===== src/rtl/tla_pkg.sv =====
package tla_pkg;
  localparam int unsigned DW  = 32;
  localparam int unsigned OPW = 3;
  localparam int unsigned TW  = 8;

  typedef enum logic [OPW-1:0] {
    OP_TTBL = 3'b000,
    OP_SUM3 = 3'b001,
    OP_AND  = 3'b010,
    OP_OR   = 3'b011,
    OP_XOR  = 3'b100,
    OP_XNOR = 3'b101,
    OP_ANDN = 3'b110,
    OP_NOR  = 3'b111
  } op_e;

  // Selector masks under index {a,b,c}, a most significant.
  localparam logic [TW-1:0] SEL_A = 8'hF0;
  localparam logic [TW-1:0] SEL_B = 8'hCC;

  localparam logic [TW-1:0] TBL_AND  = SEL_A & SEL_B;
  localparam logic [TW-1:0] TBL_OR   = SEL_A | SEL_B;
  localparam logic [TW-1:0] TBL_XOR  = SEL_A ^ SEL_B;
  localparam logic [TW-1:0] TBL_XNOR = ~(SEL_A ^ SEL_B);
  localparam logic [TW-1:0] TBL_ANDN = SEL_A & ~SEL_B;
  localparam logic [TW-1:0] TBL_NOR  = ~(SEL_A | SEL_B);
endpackage


===== src/rtl/tla_opdecode.sv =====
module tla_opdecode
  import tla_pkg::*;
(
  input  logic [OPW-1:0] op,
  input  logic [TW-1:0]  imm,
  output logic [TW-1:0]  tbl,
  output logic           is_sum
);
  always_comb begin
    is_sum = 1'b0;
    tbl    = imm;
    unique case (op_e'(op))
      OP_TTBL: tbl = imm;
      OP_SUM3: begin tbl = '0; is_sum = 1'b1; end
      OP_AND:  tbl = TBL_AND;
      OP_OR:   tbl = TBL_OR;
      OP_XOR:  tbl = TBL_XOR;
      OP_XNOR: tbl = TBL_XNOR;
      OP_ANDN: tbl = TBL_ANDN;
      OP_NOR:  tbl = TBL_NOR;
      default: tbl = imm;
    endcase
  end
endmodule


===== src/rtl/tla_lut3.sv =====
module tla_lut3 #(
  parameter int unsigned W = 32
) (
  input  logic [7:0]   tbl,
  input  logic [W-1:0] a,
  input  logic [W-1:0] b,
  input  logic [W-1:0] c,
  output logic [W-1:0] y
);
  for (genvar i = 0; i < W; i++) begin : g_bit
    logic [2:0] sel;
    assign sel  = {a[i], b[i], c[i]};
    assign y[i] = tbl[sel];
  end
endmodule


===== src/rtl/tla_csa_add.sv =====
module tla_csa_add #(
  parameter int unsigned W = 32,
  localparam int unsigned SW = W + 2
) (
  input  logic [W-1:0]  a,
  input  logic [W-1:0]  b,
  input  logic [W-1:0]  c,
  output logic [W-1:0]  sv,
  output logic [W-1:0]  cv,
  output logic [SW-1:0] total
);
  // Carry-save layer: per-bit full adders, no propagation.
  for (genvar i = 0; i < W; i++) begin : g_fa
    assign sv[i] = a[i] ^ b[i] ^ c[i];
    assign cv[i] = (a[i] & b[i]) | (a[i] & c[i]) | (b[i] & c[i]);
  end

  // Single carry-propagate add; carry vector weighs twice.
  assign total = {2'b00, sv} + {1'b0, cv, 1'b0};
endmodule


===== src/rtl/tla_unit.sv =====
module tla_unit
  import tla_pkg::*;
(
  input  logic           clk,
  input  logic           rst,
  input  logic           in_valid,
  input  logic [2:0]     in_op,
  input  logic [7:0]     in_tbl,
  input  logic [31:0]    in_a,
  input  logic [31:0]    in_b,
  input  logic [31:0]    in_c,
  output logic           out_valid,
  output logic [31:0]    out_data,
  output logic [1:0]     out_carry
);
  localparam int unsigned SW = DW + 2;

  logic [TW-1:0] dec_tbl;
  logic          dec_sum;
  logic [DW-1:0] lut_y;
  logic [DW-1:0] csa_s;
  logic [DW-1:0] csa_c;
  logic [SW-1:0] add_total;

  tla_opdecode u_dec (
    .op     (in_op),
    .imm    (in_tbl),
    .tbl    (dec_tbl),
    .is_sum (dec_sum)
  );

  tla_lut3 #(.W(DW)) u_lut (
    .tbl (dec_tbl),
    .a   (in_a),
    .b   (in_b),
    .c   (in_c),
    .y   (lut_y)
  );

  tla_csa_add #(.W(DW)) u_add (
    .a     (in_a),
    .b     (in_b),
    .c     (in_c),
    .sv    (csa_s),
    .cv    (csa_c),
    .total (add_total)
  );

  always_ff @(posedge clk) begin
    if (rst) begin
      out_valid <= 1'b0;
      out_data  <= '0;
      out_carry <= '0;
    end else begin
      out_valid <= in_valid;
      if (in_valid) begin
        out_data  <= dec_sum ? add_total[DW-1:0] : lut_y;
        out_carry <= dec_sum ? add_total[SW-1:DW] : 2'b00;
      end
    end
  end

  // one-cycle valid timing
  p_valid_rise_r2: assert property (@(posedge clk) disable iff (rst)
    in_valid |=> out_valid);
  p_valid_fall_r2: assert property (@(posedge clk) disable iff (rst)
    !in_valid |=> !out_valid);

  // selector table for A passes A through
  p_sel_a_r4: assert property (@(posedge clk) disable iff (rst)
    (in_valid && in_op == OP_TTBL && in_tbl == SEL_A) |=> out_data == $past(in_a));

  // carry-save vectors preserve the arithmetic sum
  p_csa_invariant_r6: assert property (@(posedge clk) disable iff (rst)
    in_valid |-> ({2'b00, csa_s} + {1'b0, csa_c, 1'b0}) ==
                 ({2'b00, in_a} + {2'b00, in_b} + {2'b00, in_c}));

  // legacy tables never depend on C (even/odd entries pair up)
  p_legacy_no_c_r7: assert property (@(posedge clk) disable iff (rst)
    (in_op != OP_TTBL && in_op != OP_SUM3) |->
      ((dec_tbl & 8'h55) == ((dec_tbl >> 1) & 8'h55)));

  // no carry after logic operations
  p_carry_zero_r8: assert property (@(posedge clk) disable iff (rst)
    (in_valid && in_op != OP_SUM3) |=> out_carry == 2'b00);

  // idle cycles keep the result
  p_hold_r9: assert property (@(posedge clk) disable iff (rst)
    !in_valid |=> ($stable(out_data) && $stable(out_carry)));
endmodule


===== config.mk =====
export PLATFORM = sky130hd
export DESIGN_NAME = tla_unit
export DESIGN_NICKNAME = d
export VERILOG_FILES = /design/src/rtl/tla_pkg.sv /design/src/rtl/tla_opdecode.sv /design/src/rtl/tla_lut3.sv /design/src/rtl/tla_csa_add.sv /design/src/rtl/tla_unit.sv
export SDC_FILE = /design/constraint.sdc
export NUM_CORES = 1
export LEC_CHECK = 0
export ABC_AREA = 1
export BUFFER_PORTS_ARGS = -buffer_cell sky130_fd_sc_hd__buf_2
export CAP_MARGIN = 40
export CORE_MARGIN = 5
export CORE_UTILIZATION = 40
export DETAILED_ROUTE_END_ITERATION = 8
export PLACE_DENSITY = 0.7
export SKIP_LAST_GASP = 1
export SYNTH_ARGS = -nofsm -noshare
export SYNTH_HDL_FRONTEND = slang
export SYNTH_SLANG_ARGS = --single-unit

===== constraint.sdc =====
create_clock -name clk -period 2.6 [get_ports clk]
set_input_delay 0.52 -clock clk [delete_from_list [all_inputs] [get_ports clk]]
set_output_delay 0.52 -clock clk [all_outputs]
set_load 0.05 [all_outputs]

==> results.cfg <==
[floorplanning]
fp.dieW_um = 144
core_area_um2 = 17800
rows = 49
die_h_um = 144
num_io_pins = 145
initial_utilization_pct = 40.4
dieArea_um2 = 20800

[yosys]
ys_seq_elements = 35
synth_top_family_by_area = simple AND/OR/NAND/NOR gates
yosys_warnings = 0
synth-edff-count = 0
yosys.area_share.simple_pct = 45.6
synth_compound_gate_area_share_pct = 15.6
netlist_area_um2 = 7200
synth_xor_area_share_pct = 0.365
postSynthAreaPerCell_um2 = 5.28
yosysSeqAreaShare_pct = 9.73
synthCells = 1364
synth.top_cells.by_area = nand2_1 26%, inv_1 12%, nand3_1 11%
async_flop_share_pct = 0
synth_flop_cell = dfxtp_1
syn_nets = 1538
ys_types = 36
yosysTopAreaCellShare_pct = 25.6
synth_mux_area_share_pct = 0
synth_fa_ha_area_share_pct = 14.6
synth_top_area_cell = nand2_1

[clocking]
cts_tree = built
cts_root_buf = clkbuf_16
cts.path.max_buffers = 2
cts.sinks = 35
cts_buffers = 5
post_cts.repair.setup_buffers = 0
cts.htree.levels = 2
clkSlewWorstSetupHoldPaths_ns = 0.06
cts_resized = 0
ctsHoldBuffers = 0
clk_latency_ns = 0.30

[timing]
setup_tns_ns = 0
fmax_mhz = 399
min_period_ns = 2.51
holdWs_ns = 0.512
tightest_slew_ns = 0.428
finClkSkew_ns = 0
min_period_over_period_pct = 96.5
setup_viol = 0
maxSlewViolCount = 0
rsz0062_at_grt = yes
hold_viol = 0
max_slew_margin_pct = 71.4

[layout]
layout.nets = 1820
n_antenna_cell = 0
area_growth_pct = 32.0
drive_gt1_share_pct = 20.6
final.fill_count = 1878

[detailed_routing]
postRouteAntennaNets = 0
vias = 9709
first_pass_iters = 6
wl_per_cell_um = 15.1
via_per_inst = 5.18
drcViolationCount = 0
wl_um = 28200
drt-initial-drc-count = 842

[worst_setup_path]
worstSetupStartpointType = input port
cp.arrival_ns = 2.75
crit_path_end_kind = register
rrSetupSlack_ns = 1.85
critical_path_peak_fanout = 4
worstSetupPathType = input port to register
critical_path_required_ns = 2.84

[global_route]
grt_max_degree = 36
track_usage_pct = 26.3
grt_pass1_wl_um = 43400
overflow = 0
first_global_vias = 8665
grt_antenna_before_repair = 1

[pwr]
leakagePower_nw = 5.56
worst_ir_drop_vdd_uv = 251
power_mw = 4.06
p_per_area_nw_per_um2 = 427

[worst_hold_path]
hold_path_class = register to register

[place]
io_buffers = 144
gp_congestion = 1.04
hpwl_um = 23300

[flow_run]
cap_violations = 0

[status]
status = finished clean
==> cells by family after synthesis <==
| kind of cell | after synthesis |
|---|---|
| flops | 35 |
| fa+ha+maj | 64 |
| simple gates | 795 |
| xor+xnor | 3 |
| buf+inv | 262 |
| compound gates | 205 |
==> flip-flops by register name, indices dropped and copies added (netlist names) <==
signal	cells
out_valid	1
out_carry	2
out_data	32
==> report_power, final <==
part	switching, mW	total, mW	internal, mW
sequential	0.0305	0.612	0.582
combinational	1.69	2.75	1.06
clock	0.285	0.695	0.410
total	2.01	4.06	2.05
==> layer usage <==
| layer | share of wire, % | global-route usage [%] | routed length, um | vias up |
|---|---|---|---|---|
| met5 | 0.067 | 0 | 19 | - |
| met4 | 3.2 | 9.57 | 910 | 2 |
| met3 | 7.8 | 2.71 | 2200 | 63 |
| met2 | 47 | 44.9 | 13300 | 424 |
| met1 | 42 | 34.5 | 11900 | 4345 |
| li1 | - | - | - | 4875 |
==> critical path: stages <==
cell     delay (ns)
buf_2          0.13
fa_1           0.47
ha_2           0.39
nand2_1        0.11
nor2_1         0.27
nand3_1        0.13
nand3_1        0.25
nand3_1        0.14
nand3_1        0.09
nand3_1        0.10
a21oi_1        0.14
==> final timing paths <==
kind	startpoint	endpoint	cells past startpoint
hold / removal	out_carry[1]	out_carry[1]	2
setup reg to reg	out_data[2]	out_data[2]	3
hold reg to reg	out_carry[1]	out_carry[1]	2
setup / recovery	in_a[10]	out_data[19]	11
==> area by class of cell <==
| class | count | area, um^2 | share of cell area, % |
|---|---|---|---|
| Timing Repair Buffer | 306 | 1950 | 20.5 |
| Tap cell | 229 | 287 | 3.01 |
| Sequential cell | 35 | 701 | 7.37 |
| Multi-Input combinational cell | 1067 | 5550 | 58.4 |
| Inverter | 231 | 867 | 9.12 |
| Clock buffer | 8 | 156 | 1.64 |
==> Yosys cell counts (all sizes together), types with 5 or more instances <==
| library cell | n |
|---|---|
| nor3 | 7 |
| fa | 33 |
| a21oi | 83 |
| nand2 | 495 |
| clkbuf | 12 |
| buf | 19 |
| nand4 | 6 |
| nor2 | 116 |
| dfxtp | 35 |
| inv | 231 |
| o21bai | 5 |
| and2 | 5 |
| ha | 31 |
| o21ai | 84 |
| o211ai | 27 |
| nand3 | 161 |
==> through the flow <==
step                      std cells  worst slack [ns]  utilization (%)  instance area [um^2]
after global placement         1868            -0.216             52.1                  9290
after global routing           1876           -0.0105             53.3                  9510
after detailed placement       1868            -0.237             52.1                  9290
final                          1876            0.0915             53.3                  9510
after CTS                      1876            0.0707             52.9                  9450
after floorplan                1364            0.0883                -                  7200
==> layout by cell type, fill, tap and decap left out, drive strengths merged <==
| master | count |
|---|---|
| a21o | 1 |
| a21oi | 83 |
| a22o | 2 |
| a31oi | 1 |
| and2 | 5 |
| and3 | 1 |
| buf | 306 |
| clkbuf | 8 |
| dfxtp | 35 |
| fa | 33 |
| ha | 31 |
| inv | 231 |
| nand2 | 495 |
| nand3 | 161 |
| nand3b | 4 |
| nand4 | 6 |
| nor2 | 116 |
| nor3 | 7 |
| o211ai | 27 |
| o21ai | 84 |
| o21bai | 5 |
| o22ai | 1 |
| o31ai | 1 |
| xor2 | 3 |
No activity file was read; power rests on OpenSTA's default activity.
